## config.mk

```make
export PLATFORM = sky130hd
export DESIGN_NAME = slot_prio_top
export DESIGN_NICKNAME = d
export VERILOG_FILES = /design/src/rtl/slot_prio_pkg.sv /design/src/rtl/slot_prio_cfg.sv /design/src/rtl/slot_prio_scan.sv /design/src/rtl/slot_prio_top.sv
export SDC_FILE = /design/constraint.sdc
export NUM_CORES = 1
export LEC_CHECK = 0
export ABC_CLOCK_PERIOD_IN_PS = 4700
export BUFFER_PORTS_ARGS = -buffer_cell sky130_fd_sc_hd__buf_2
export CORE_MARGIN = 2
export CORE_UTILIZATION = 33
export CTS_BUF_LIST = sky130_fd_sc_hd__clkbuf_8
export CTS_CLUSTER_DIAMETER = 50
export DETAILED_ROUTE_END_ITERATION = 12
export PLACE_DENSITY = 0.5
export SETUP_SLACK_MARGIN = 0.15
export SYNTH_ARGS = -nofsm -noshare
export SYNTH_HDL_FRONTEND = slang
export SYNTH_SLANG_ARGS = --single-unit
```

## constraint.sdc

```tcl
create_clock -name clk -period 4.7 [get_ports clk]
set_input_delay 0.705 -clock clk [delete_from_list [all_inputs] [get_ports clk]]
set_output_delay 0.705 -clock clk [all_outputs]
set_load 0.01 [all_outputs]
```

## src/rtl/slot_prio_pkg.sv

```systemverilog
`timescale 1ns/1ps
package slot_prio_pkg;
    localparam int SEL_W = 3;

    typedef enum logic [1:0] {
        WIN_NONE   = 2'd0,
        WIN_FAST   = 2'd1,
        WIN_SERIAL = 2'd2
    } win_state_e;

    typedef struct packed {
        logic       act;
        logic [2:0] idx;
    } slot_dec_t;

    function automatic slot_dec_t decode_fast(input logic [SEL_W-1:0] code);
        slot_dec_t d;
        d.act = 1'b1;
        d.idx = 3'd0;
        case (code)
            3'b000, 3'b001, 3'b010: d.idx = code;
            3'b100:                 d.idx = 3'd3;
            3'b101:                 d.idx = 3'd4;
            default:                d.act = 1'b0;
        endcase
        return d;
    endfunction

    function automatic slot_dec_t decode_serial(input logic [SEL_W-1:0] code);
        slot_dec_t d;
        d.act = ~code[2];
        d.idx = {1'b0, code[1:0]};
        return d;
    endfunction
endpackage

```

## src/rtl/slot_prio_cfg.sv

```systemverilog
`timescale 1ns/1ps
module slot_prio_cfg
    import slot_prio_pkg::*;
#(
    parameter int NUM_POS = 8,
    parameter int WORD_W  = 32
) (
    input  logic                       clk,
    input  logic                       rst,
    input  logic                       we,
    input  logic                       wsel,
    input  logic [WORD_W-1:0]          wdata,
    input  logic                       rsel,
    output logic [WORD_W-1:0]          rdata,
    output logic [NUM_POS*SEL_W-1:0]   fast_slots,
    output logic [NUM_POS*SEL_W-1:0]   serial_slots
);
    localparam int SLOTS_W = NUM_POS * SEL_W;

    logic [SLOTS_W-1:0] fast_q;
    logic [SLOTS_W-1:0] serial_q;

    always_ff @(posedge clk) begin
        if (rst) begin
            for (int p = 0; p < NUM_POS; p++) begin
                fast_q[p*SEL_W +: SEL_W]   <= SEL_W'(p);
                serial_q[p*SEL_W +: SEL_W] <= SEL_W'(p);
            end
        end else if (we) begin
            if (wsel) serial_q <= wdata[SLOTS_W-1:0];
            else      fast_q   <= wdata[SLOTS_W-1:0];
        end
    end

    always_comb begin
        rdata = WORD_W'(rsel ? serial_q : fast_q);
    end

    assign fast_slots   = fast_q;
    assign serial_slots = serial_q;
endmodule

```

## src/rtl/slot_prio_scan.sv

```systemverilog
`timescale 1ns/1ps
module slot_prio_scan
    import slot_prio_pkg::*;
#(
    parameter int NUM_POS   = 8,
    parameter int NUM_SRC   = 5,
    parameter bit SERIAL_CD = 1'b0
) (
    input  logic [NUM_POS*SEL_W-1:0] slots,
    input  logic [NUM_SRC-1:0]       req,
    output logic                     hit,
    output logic [2:0]               idx
);
    logic [7:0]  req_x;
    slot_dec_t   dec   [NUM_POS];
    logic [NUM_POS-1:0] match;

    assign req_x = 8'(req);

    for (genvar p = 0; p < NUM_POS; p++) begin : g_pos
        if (SERIAL_CD) begin : g_ser
            assign dec[p] = decode_serial(slots[p*SEL_W +: SEL_W]);
        end else begin : g_fst
            assign dec[p] = decode_fast(slots[p*SEL_W +: SEL_W]);
        end
        assign match[p] = dec[p].act & req_x[dec[p].idx];
    end

    always_comb begin
        hit = 1'b0;
        idx = 3'd0;
        for (int p = NUM_POS - 1; p >= 0; p--) begin
            if (match[p]) begin
                hit = 1'b1;
                idx = dec[p].idx;
            end
        end
    end
endmodule

```

## src/rtl/slot_prio_top.sv

```systemverilog
`timescale 1ns/1ps
module slot_prio_top
    import slot_prio_pkg::*;
#(
    parameter int NUM_POS = 8,
    parameter int WORD_W  = 32
) (
    input  logic              clk,
    input  logic              rst,
    input  logic [8:0]        req,
    input  logic              cfg_we,
    input  logic              cfg_wsel,
    input  logic [WORD_W-1:0] cfg_wdata,
    input  logic              cfg_rsel,
    output logic [WORD_W-1:0] cfg_rdata,
    output logic              win_valid,
    output logic [3:0]        win_id
);
    localparam int FAST_SRC   = 5;
    localparam int SERIAL_SRC = 4;
    localparam int ID_W       = 4;
    localparam int SLOTS_W    = NUM_POS * SEL_W;

    logic [SLOTS_W-1:0] fast_slots, serial_slots;
    logic               fast_hit, serial_hit;
    logic [2:0]         fast_idx, serial_idx;
    win_state_e         state_q, state_d;
    logic [ID_W-1:0]    src_q, src_d;

    slot_prio_cfg #(.NUM_POS(NUM_POS), .WORD_W(WORD_W)) u_cfg (
        .clk(clk), .rst(rst), .we(cfg_we), .wsel(cfg_wsel), .wdata(cfg_wdata),
        .rsel(cfg_rsel), .rdata(cfg_rdata),
        .fast_slots(fast_slots), .serial_slots(serial_slots)
    );

    slot_prio_scan #(.NUM_POS(NUM_POS), .NUM_SRC(FAST_SRC), .SERIAL_CD(1'b0)) u_scan_fast (
        .slots(fast_slots), .req(req[FAST_SRC-1:0]), .hit(fast_hit), .idx(fast_idx)
    );

    slot_prio_scan #(.NUM_POS(NUM_POS), .NUM_SRC(SERIAL_SRC), .SERIAL_CD(1'b1)) u_scan_serial (
        .slots(serial_slots), .req(req[FAST_SRC+SERIAL_SRC-1:FAST_SRC]),
        .hit(serial_hit), .idx(serial_idx)
    );

    // next-state: fast group ranks above serial group
    always_comb begin
        state_d = WIN_NONE;
        src_d   = '0;
        unique case ({fast_hit, serial_hit})
            2'b00: begin
                state_d = WIN_NONE;
                src_d   = '0;
            end
            2'b01: begin
                state_d = WIN_SERIAL;
                src_d   = ID_W'(serial_idx) + ID_W'(FAST_SRC);
            end
            2'b10, 2'b11: begin
                state_d = WIN_FAST;
                src_d   = ID_W'(fast_idx);
            end
            default: begin
                state_d = WIN_NONE;
                src_d   = '0;
            end
        endcase
    end

    always_ff @(posedge clk) begin
        if (rst) begin
            state_q <= WIN_NONE;
            src_q   <= '0;
        end else begin
            state_q <= state_d;
            src_q   <= src_d;
        end
    end

    always_comb begin
        win_valid = 1'b0;
        win_id    = '0;
        unique case (state_q)
            WIN_NONE: begin
                win_valid = 1'b0;
                win_id    = '0;
            end
            WIN_FAST, WIN_SERIAL: begin
                win_valid = 1'b1;
                win_id    = src_q;
            end
            default: begin
                win_valid = 1'b0;
                win_id    = '0;
            end
        endcase
    end
endmodule

```

==> impl_metrics.py, run 1 <==
metrics = {
    "synthesis": {
        "synth-xor-area-share_pct": 1.67,
        "ys_types": 61,
        "synth_area_mm2": 0.00367,
        "ys_ff_latch": 54,
        "yosysTopAreaCellShare_pct": 29.4,
        "synth-edff-count": 0,
        "synth_compound_area_share_pct": 19.5,
        "syn_avg_cell_area_um2": 7.65,
        "ys_top_cells_by_area": "dfxtp_1 (29%), nand2_1 (12%), mux2_2 (7.1%)",
        "ys.flop_type": "dfxtp_1",
        "synthSimpleGateAreaFrac_pct": 27.8,
        "muxShareOfSynthArea_pct": 14.2,
        "synth_cells": 480,
        "synth_area_leader_cell": "dfxtp_1",
        "yosysMostFrequentCell": "nand2_1",
        "yosysWarnings": 0,
        "synth_top_family_by_area": "simple AND/OR/NAND/NOR gates",
        "synth_commonest_cells": "nand2_1 (115), dfxtp_1 (54), a21oi_1 (40)",
        "synthAdderAreaFrac_pct": 0.341,
        "yosysSeqAreaShare_pct": 29.4,
        "async_flop_share_pct": 0,
    },
    "timing": {
        "period_share_pct": 54.8,
        "setup_ws_ns": 2.13,
        "hold_viol_final": 0,
        "finalSetupTns_ns": 0,
        "tightest_slew_ns": 1.08,
        "relSlewSlack_pct": 28.1,
        "period_minus_slack_ns": 2.57,
        "skew_ns": 0.00293,
        "slew_viol_final": 0,
        "max_freq_ghz": 0.389,
        "setup_viol": 0,
        "rsz0062_at_grt": "no",
    },
    "route": {
        "wl_met2_um": 5250,
        "dr.first_iter.drc_count": 158,
        "met3WireLength_um": 553,
        "drt_wl_total_um": 11000,
        "ant_nets": 0,
        "viasPerCell": 5.26,
        "vias": 3467,
        "wl_met1_um": 5030,
        "drt_pre_antenna_iters": 4,
        "drcViolationCount": 0,
        "routedWlPerCell_um": 16.6,
        "top_layer": "met4",
    },
    "clocking": {
        "cts_hold_buf": 0,
        "cts_setup_buffers": 0,
        "cts_tree": "done",
        "cts_max_path_buffers": 2,
        "postCtsResizedCells": 0,
        "path_clk_slew_ns": 0.09,
        "cts_made_buffers": 5,
        "cts_max_level": 2,
        "cts_num_sinks": 54,
        "worstSkewPairLatency_ns": 0.31,
        "cts_root_buffer": "clkbuf_8",
    },
    "setup_path": {
        "cp_cell_sequence": "buf_2 > mux4_2 > nand2b_1 > o211ai_1 > o21ai_0 > mux2i_1 > o21ai_0 > ha_1 > a32o_2",
        "worstSetupPathType": "in -> reg",
        "r2r-start": "u_cfg.serial_slots[15]$_SDFFE_PP1P_",
        "r2r-end": "src_q[1]$_SDFF_PP0_",
        "crit_top_cell": "o21ai_0",
        "cp_slowest_cell": "mux4_2",
        "crit_end": "src_q[1]$_SDFF_PP0_",
        "slowest_delay_ns": 0.49,
        "crit_path_start_kind": "input pin",
        "cp.arrival_ns": 2.78,
        "cp-startpoint": "req[8]",
        "r2r_slack_ns": 2.19,
        "cp.required_ns": 4.91,
        "reg2reg_depth": 8,
        "worstPathMaxFanout": 8,
        "end_kind": "flip-flop",
    },
    "power_and_ir_drop": {
        "ir_worst_vdd_v": 0.000173,
        "power_leakage_uw": 0.00169,
        "p_total_uw": 1060,
        "cellPowerDensity_mw_per_mm2": 259,
    },
    "place": {
        "place_congestion": 0.785,
        "portBuffers": 66,
        "hpwl_um": 8090,
        "dp_slack_ns": 1.75,
    },
    "die": {
        "pin_count": 83,
        "dieWidth_um": 109,
        "coreArea_mm2": 0.0108,
        "die_area_mm2": 0.0120,
        "fp-row-count": 38,
        "initial_utilization_pct": 33.9,
        "chipHeight_um": 109,
    },
    "grt": {
        "track_usage_pct": 19.0,
        "grt_antenna_before_repair": 0,
        "grt_overflow": 0,
        "grt_first_pass_wirelength_um": 17500,
        "grt_max_degree": 29,
        "grt_pass1_vias": 3401,
    },
    "final_layout": {
        "syn_to_final_growth_pct": 11.2,
        "drive_above_1_share_pct": 21.6,
        "antenna_cells": 0,
        "nets": 566,
    },
    "hold_path": {
        "hold_class": "reg -> reg",
        "hold_path_depth": 2,
    },
    "run": {
        "cap_violations": 0,
    },
    "outcome": {
        "status": "finished, final reports clean",
    },
}
kinds of logic (layout without fill, tap and decap cells):
logic type,count (synthesis),after routing
simple gates,213,213
fa+ha+maj,1,1
compound gates,107,107
flops,54,54
buf+inv,54,86
mux,43,43
other cells,1,8
xor+xnor,7,7
layout by cell type, fill, tap and decap left out, types with 7 or more instances in the layout:
master and n:
nand2_1 115, buf_2 66, dfxtp_1 54, a21oi_1 40
nand3_1 24, mux2_2 23, nand2b_1 17, o21ai_0 17
mux2i_1 14, nand3b_1 13, inv_1 11, nor2_1 11
nor2b_1 8, conb_1 8, and2_1 7
layer usage:
metal  vias to the layer above  GRT usage, %
met1                      1642          24.5
met2                        80          32.5
met3                         6          2.90
li1                       1739             -
met5                         -             0
met4                         0          5.52
where the power goes:
part	total, uW	internal, uW	switching, uW	leakage, uW
clock	248	98.9	149	0.0000466
combinational	282	127	155	0.00120
sequential	528	486	42.7	0.000445
registers in the layout, indices dropped and copies added, names as in the netlist:
name,count
u_cfg.fast_slots,24
src_q,4
state_q,2
u_cfg.serial_slots,24
worst max-delay path, delay by kind of cell:
kind / cells / cell delay, ns
AOI/OAI and AO/OA: 4 / 0.87
muxes: 2 / 0.59
adders and majority gates: 1 / 0.31
and+or+nand+nor: 1 / 0.17
buffers and inverters: 1 / 0.15
per-stage QoR:
step | hold WS, ns | instances | cell area (um2) | utilization [%]
after floorplan | 0.441 | 487 | 3700 | -
after global placement | 0.464 | 652 | 4010 | 37.0
after detailed placement | 0.468 | 652 | 4010 | 37.0
after CTS | 0.483 | 659 | 4080 | 37.7
after global routing | 0.527 | 659 | 4080 | 37.7
final | 0.484 | 659 | 4080 | 37.7
worst min-delay path by stage:
stage                                                  start                                  to  slack (ns)
after floorplan           u_cfg.serial_slots[2]$_SDFFE_PP0P_  u_cfg.serial_slots[2]$_SDFFE_PP0P_        0.44
after global placement    u_cfg.serial_slots[2]$_SDFFE_PP0P_  u_cfg.serial_slots[2]$_SDFFE_PP0P_        0.46
after detailed placement  u_cfg.serial_slots[8]$_SDFFE_PP0P_  u_cfg.serial_slots[8]$_SDFFE_PP0P_        0.47
after CTS                 u_cfg.serial_slots[8]$_SDFFE_PP0P_  u_cfg.serial_slots[8]$_SDFFE_PP0P_        0.48
after global routing      u_cfg.serial_slots[2]$_SDFFE_PP0P_  u_cfg.serial_slots[2]$_SDFFE_PP0P_        0.53
final                     u_cfg.serial_slots[2]$_SDFFE_PP0P_  u_cfg.serial_slots[2]$_SDFFE_PP0P_        0.48
layout make-up:
cell class                 instances  area [um2]
tap                              140         175
clock buffer                       5        68.8
clock inverter                     2        7.51
timing repair buffer              68         345
inverter                          11        41.3
sequential                        54        1080
fill                            1193        6760
multi-input combinational        379        2360
Note: power is estimated with default switching activity, not from simulation.
==> run 2, diff against run 1 <==
ABC_AREA = 1   (was default)
ABC_CLOCK_PERIOD_IN_PS = 2400   (was 4700)
clock period = 2.4 ns   (was 4.7 ns; I/O delays follow)
==> run 2 against run 1 <==
  * Count of clock-buffer cells in the layout is the same
  * Die area grew 0.85%
  * Total power grew 130%
  * Hold slack lost 0.22 ns
  * Global-route usage shrank 0.067 points
  * Cell count grew 23%
  * Synthesized cell count grew 26%
  * Via count grew 16%
  * Flip-flop and latch count is the same
  * Utilization grew 2.7 points
  * Critical endpoint is now src_q[3]$_SDFF_PP0_
  * Highest routed layer unchanged
==> impl_metrics.py, run 2 <==
metrics = {
    "outcome": {
        "status": "finished, final reports clean",
    },
    "die": {
        "dieWidth_um": 110,
        "chipHeight_um": 110,
        "pin_count": 83,
        "fp-row-count": 38,
        "initial_utilization_pct": 34.0,
        "coreArea_mm2": 0.0109,
        "die_area_mm2": 0.0121,
    },
    "route": {
        "drcViolationCount": 0,
        "drt_wl_total_um": 11000,
        "dr.first_iter.drc_count": 204,
        "viasPerCell": 4.96,
        "routedWlPerCell_um": 13.6,
        "drt_pre_antenna_iters": 5,
        "vias": 4026,
        "ant_nets": 0,
    },
    "final_layout": {
        "final_common_cell": "nand2_1",
        "final_cell_mix": "nand2_1 (153), o21ai_0 (70), buf_2 (66), inv_1 (64), nor2_1 (50)",
        "drive_above_1_share_pct": 22.3,
        "ff_latch_area_mm2": 0.00109,
        "stdcell_area_mm2": 0.00440,
        "filler_cell_count": 1230,
        "syn_to_final_growth_pct": 18.7,
        "nets": 718,
        "antenna_cells": 0,
        "multiInputGateArea_mm2": 0.00226,
    },
    "hold_path": {
        "hold_class": "in -> reg",
        "hold_path_depth": 3,
        "hold_path_startpoint": "cfg_wdata[22]",
    },
    "power_and_ir_drop": {
        "p_seq_share_pct": 42.2,
        "cellPowerDensity_mw_per_mm2": 551,
        "p_sw_uw": 865,
        "p_total_uw": 2420,
        "power_leakage_uw": 0.00218,
        "ir_worst_vdd_v": 0.000251,
        "pwr-share-clk_pct": 25.2,
        "intPower_uw": 1560,
        "p_comb_share_pct": 32.6,
        "netSwitchingFraction_pct": 35.7,
    },
    "synthesis": {
        "ys_ff_latch": 54,
        "synth_cells": 605,
        "synth_top_family_by_area": "simple AND/OR/NAND/NOR gates",
        "ys_types": 39,
        "synthAdderAreaFrac_pct": 0.338,
        "synth_commonest_cells": "nand2_1 (154), o21ai_0 (70), inv_1 (66)",
        "syn_avg_cell_area_um2": 6.12,
        "synth_compound_area_share_pct": 22.1,
        "ys.flop_type": "dfxtp_1",
        "synthSimpleGateAreaFrac_pct": 35.1,
        "async_flop_share_pct": 0,
        "ys_top_cells_by_area": "dfxtp_1 (29%), nand2_1 (16%), o21ai_0 (9.5%)",
        "yosysWarnings": 0,
        "synth-xor-area-share_pct": 0.236,
        "synth_area_leader_cell": "dfxtp_1",
        "synth-edff-count": 0,
        "yosysSeqAreaShare_pct": 29.2,
        "yosysTopAreaCellShare_pct": 29.2,
        "muxShareOfSynthArea_pct": 0.540,
        "yosysMostFrequentCell": "nand2_1",
        "synth_area_mm2": 0.00370,
    },
    "timing": {
        "rsz0062_at_grt": "yes",
        "slew_viol_final": 0,
        "hold_viol_final": 0,
        "period_minus_slack_ns": 2.13,
        "relSlewSlack_pct": 55.9,
        "skew_ns": 0.0141,
        "max_freq_ghz": 0.470,
        "setup_viol": 0,
        "period_share_pct": 88.7,
        "tightest_slew_ns": 0.660,
        "finalSetupTns_ns": 0,
    },
    "clocking": {
        "cts_num_sinks": 54,
        "cts_max_path_buffers": 2,
        "cts_tree": "done",
        "cts_max_level": 2,
        "worstSkewPairLatency_ns": 0.31,
        "cts_root_buffer": "clkbuf_8",
        "path_clk_slew_ns": 0.11,
        "cts_made_buffers": 5,
    },
    "setup_path": {
        "cp_top_family": "simple AND/OR/NAND/NOR gates",
        "slowest_delay_ns": 0.38,
        "cp.arrival_ns": 2.34,
        "end_kind": "flip-flop",
        "cp_slowest_cell": "dfxtp_4",
        "cp.buffers_inverters": 2,
        "worstPathMaxFanout": 6,
        "cp-startpoint": "u_cfg.serial_slots[18]$_SDFFE_PP0P_",
        "worstSetupPathType": "reg -> reg",
        "crit_path_start_kind": "flip-flop",
        "reg2reg_depth": 14,
        "r2r-start": "u_cfg.serial_slots[18]$_SDFFE_PP0P_",
        "cp_cell_sequence": "o211ai_1 > nand2_1 > inv_2 > nor2_4 > nor3b_2 > o22ai_2 > nand2_1 > nand3b_1 > nand2_2 > nor2_4 > o21ai_4 > ha_4 > inv_2 > nor4_2",
        "cp.required_ns": 2.62,
        "cp.depth": 14,
    },
    "grt": {
        "grt_overflow": 0,
        "grt_antenna_before_repair": 0,
        "grt_max_degree": 36,
        "grt_pass1_vias": 3693,
        "track_usage_pct": 18.9,
        "grt_first_pass_wirelength_um": 17900,
    },
    "place": {
        "placed_area_mm2": 0.00419,
        "hpwl_um": 8830,
        "place_congestion": 0.895,
        "portBuffers": 66,
    },
    "run": {
        "cap_violations": 0,
    },
}
==> run 2: cell types whose count changed after synthesis, moves of 17 or more <==
cell and change:
nor2_1 +41, mux2_2 -23, o21ai_0 +53, o211ai_1 +18, inv_2 +20, nand2_1 +39, inv_1 +57, nand2b_1 -17
==> run 2: per-stage QoR <==
step	util, %	instances	hold slack, ns	worst slack (ns)
floorplan	-	612	0.429	0.556
detailed placement	38.5	803	0.498	-0.00951
global route	40.4	812	0.268	0.0926
global placement	38.5	803	0.492	0.0830
CTS	39.5	811	0.256	0.173
finish	40.4	812	0.264	0.272
==> run 2: worst min-delay path, stage by stage <==
cell and delay, ns:
buf_2 0.09, nand2_1 0.05, nand3_1 0.06
==> run 2: kinds of logic (layout without fill, tap and decap cells) <==
| kind of cell | after synthesis | in the layout |
|---|---|---|
| and+or+nand+nor | 287 | 287 |
| other | 1 | 8 |
| muxes | 2 | 2 |
| DFF | 54 | 54 |
| AOI/OAI and AO/OA | 144 | 144 |
| buffers and inverters | 115 | 175 |
| xor gates and xnor gates | 1 | 1 |
| adders and majority gates | 1 | 1 |
==> run 2: final cells by class <==
class	count	area share [%]
Clock buffer	5	1.57
Sequential cell	54	24.9
Timing Repair Buffer	78	9.56
Multi-Input combinational cell	443	51.5
Tap cell	140	3.98
Clock inverter	3	0.911
Inverter	89	7.60
==> run 2: final timing paths <==
| path | endpoint | slack (ns) |
|---|---|---|
| max reg2reg | src_q[3]$_SDFF_PP0_ | 0.27 |
| max | src_q[3]$_SDFF_PP0_ | 0.27 |
| min reg2reg | u_cfg.fast_slots[8]$_SDFFE_PP0P_ | 0.51 |
| min | u_cfg.serial_slots[22]$_SDFFE_PP1P_ | 0.26 |
==> run 2: routing by layer <==
layer / vias up / wire, um / part of all wire (%) / global-route usage, %
met3: 20 / 411 / 3.7 / 2.43
met2: 95 / 4960 / 45 / 30.0
met1: 1808 / 5400 / 49 / 26.3
met5: - / 0 / 0 / 0
li1: 2103 / - / - / -
met4: 0 / 267 / 2.4 / 6.33
==> run 2: repair_timing <==
item	4_1_cts	5_1_grt
gates resized for setup	1	25
hold buffers	0	0
endpoints found under the setup margin	1	3
hold endpoints to repair	0	0
pin swaps	0	12
buffers inserted	0	1
==> run 2: power by group through the flow <==
stage | Sequential, uW | Combinational [uW] | Clock (uW)
finish | 1020 | 790 | 611
global placement | 1040 | 751 | 0
floorplan | 1030 | 545 | 0
detailed placement | 1040 | 757 | 0
global route | 1030 | 912 | 663
CTS | 1020 | 762 | 635
==> run 3, diff against run 2 <==
CORE_UTILIZATION = 45   (was 33)
PLACE_DENSITY = 0.65   (was 0.5)
RECOVER_POWER = 50   (was default)
==> run 3 against run 2 <==
  * Cell count down 4.9%
  * Highest routed layer unchanged
  * Routed wire length fell by 7.1%
  * Critical endpoint is now src_q[1]$_SDFF_PP0_
  * Combinational power shrank 3.4%
  * Largest power group unchanged
  * Critical path type unchanged
==> impl_metrics.py, run 3 (same netlist as run 2, synthesis figures left out) <==
metrics = {
    "final_layout": {
        "ff_latch_area_mm2": 0.00109,
        "drive_above_1_share_pct": 21.6,
        "antenna_cells": 0,
        "finish.utilization_pct": 52.7,
        "multiInputGateArea_mm2": 0.00224,
        "final_cell_mix": "nand2_1 (153), o21ai_0 (69), buf_2 (65), inv_1 (64)",
        "filler_cell_count": 855,
        "syn_to_final_growth_pct": 15.1,
        "nets": 714,
        "final_common_cell": "nand2_1",
    },
    "setup_path": {
        "cp.required_ns": 2.61,
        "end_kind": "flip-flop",
        "crit_path_start_kind": "flip-flop",
        "reg2reg_depth": 16,
        "cp_top_family": "simple AND/OR/NAND/NOR gates",
        "cp_cell_sequence": "a21oi_2 > o21ai_1 > nand2_1 > inv_2 > nor2_4 > inv_2 > o21ai_2 > o22ai_1 > nand2_1 > nand3b_1 > nand2_1 > nor2_2 > o21ai_2 > ha_2 > nand2_1 > nand2_1",
        "worstSetupPathType": "reg -> reg",
        "cp.depth": 16,
        "r2r_slack_ns": 0.32,
        "cp_slowest_cell": "dfxtp_4",
        "crit_top_cell": "nand2_1",
        "cp-startpoint": "u_cfg.serial_slots[18]$_SDFFE_PP0P_",
        "r2r-start": "u_cfg.serial_slots[18]$_SDFFE_PP0P_",
        "cp.buffers_inverters": 2,
        "cp.arrival_ns": 2.29,
        "worstPathMaxFanout": 6,
        "slowest_delay_ns": 0.38,
    },
    "die": {
        "initial_utilization_pct": 45.8,
        "chipHeight_um": 94.7,
        "fp-row-count": 33,
        "dieWidth_um": 94.7,
        "coreArea_mm2": 0.00809,
        "die_area_mm2": 0.00897,
        "pin_count": 83,
    },
    "power_and_ir_drop": {
        "cellPowerDensity_mw_per_mm2": 532,
        "netSwitchingFraction_pct": 36.7,
        "power_leakage_uw": 0.00214,
        "p_comb_share_pct": 33.6,
        "p_sw_uw": 832,
        "p_seq_share_pct": 45.1,
        "pwr-share-clk_pct": 21.3,
        "intPower_uw": 1440,
        "ir_worst_vdd_v": 0.000257,
        "p_total_uw": 2270,
    },
    "grt": {
        "grt_overflow": 0,
        "grt_pass1_vias": 3496,
        "grt_max_degree": 49,
        "track_usage_pct": 23.5,
        "grt_antenna_before_repair": 0,
        "grt_first_pass_wirelength_um": 16700,
    },
    "timing": {
        "setup_viol": 0,
        "relSlewSlack_pct": 40.9,
        "period_share_pct": 86.7,
        "slew_viol_final": 0,
        "tightest_slew_ns": 0.886,
        "skew_ns": 0.00607,
        "rsz0062_at_grt": "yes",
        "finalSetupTns_ns": 0,
        "hold_viol_final": 0,
        "whs_ns": 0.280,
        "period_minus_slack_ns": 2.08,
        "max_freq_ghz": 0.481,
    },
    "clocking": {
        "cts_hold_buf": 0,
        "cts_max_path_buffers": 2,
        "worstSkewPairLatency_ns": 0.31,
        "cts_root_buffer": "clkbuf_8",
        "cts_max_level": 2,
        "path_clk_slew_ns": 0.10,
        "cts_setup_buffers": 0,
        "cts_made_buffers": 5,
        "cts_tree": "done",
        "cts_num_sinks": 54,
    },
    "place": {
        "portBuffers": 66,
        "place_congestion": 0.925,
        "hpwl_um": 8230,
    },
    "route": {
        "drt_wl_total_um": 10300,
        "routedWlPerCell_um": 13.3,
        "ant_nets": 0,
        "dr.first_iter.drc_count": 202,
        "vias": 3985,
        "drt_pre_antenna_iters": 5,
        "drcViolationCount": 0,
        "viasPerCell": 5.16,
    },
    "hold_path": {
        "hold_path_startpoint": "cfg_wdata[10]",
        "hold_class": "in -> reg",
        "hold_path_depth": 3,
    },
    "outcome": {
        "status": "finished, final reports clean",
    },
    "run": {
        "cap_violations": 0,
    },
}
[run 3: repair_timing]
item | CTS | global route
pin swaps | 0 | 12
setup endpoints to repair | 1 | 3
hold endpoints to repair | 0 | 0
gates resized for setup | 1 | 23
[run 3: routing by layer]
| layer | up-vias | routed length (um) | GRT usage [%] |
|---|---|---|---|
| li1 | 2106 | - | - |
| met1 | 1776 | 4960 | 33.2 |
| met2 | 95 | 4770 | 38.4 |
| met3 | 8 | 425 | 3.03 |
| met4 | 0 | 95 | 4.83 |
| met5 | - | 0 | 0 |
[run 3: worst paths after layout]
kind | end
max | src_q[1]$_SDFF_PP0_
min | u_cfg.serial_slots[10]$_SDFFE_PP1P_
max reg2reg | src_q[1]$_SDFF_PP0_
min reg2reg | u_cfg.fast_slots[8]$_SDFFE_PP0P_
[run 3: metrics by stage]
stage                     worst slack (ns)  instances  area, um2
final                                0.319        772       4260
after floorplan                      0.556        612       3730
after global placement              0.0792        765       4130
after detailed placement           -0.0125        765       4130
after global routing                 0.150        772       4260
after CTS                            0.233        772       4210
[run 3: power by group through the flow]
stage	Sequential, uW	Clock (uW)	Combinational [uW]
floorplan	1030	0	545
global placement	1040	0	732
detailed placement	1040	0	747
CTS	1020	496	752
global route	1030	539	878
finish	1020	482	763
[run 3: final cells by class]
class,instances,share of cell area (%)
flip-flops and latches,54,25.6
repair buffers,74,9.07
clock buffers,5,1.61
well taps,105,3.08
inverters,89,7.90
multi-input cells,443,52.5
clock inverters,2,0.235
[run 3: worst register-to-register path, delay by kind of cell (launching register included)]
| family | cells | cell delay (ns) |
|---|---|---|
| AO/OA/AOI/OAI | 5 | 0.57 |
| buffers and inverters | 2 | 0.10 |
| AND/OR/NAND/NOR | 8 | 0.63 |
| flip-flops | 1 | 0.38 |
| adder cells (fa/ha/maj) | 1 | 0.31 |
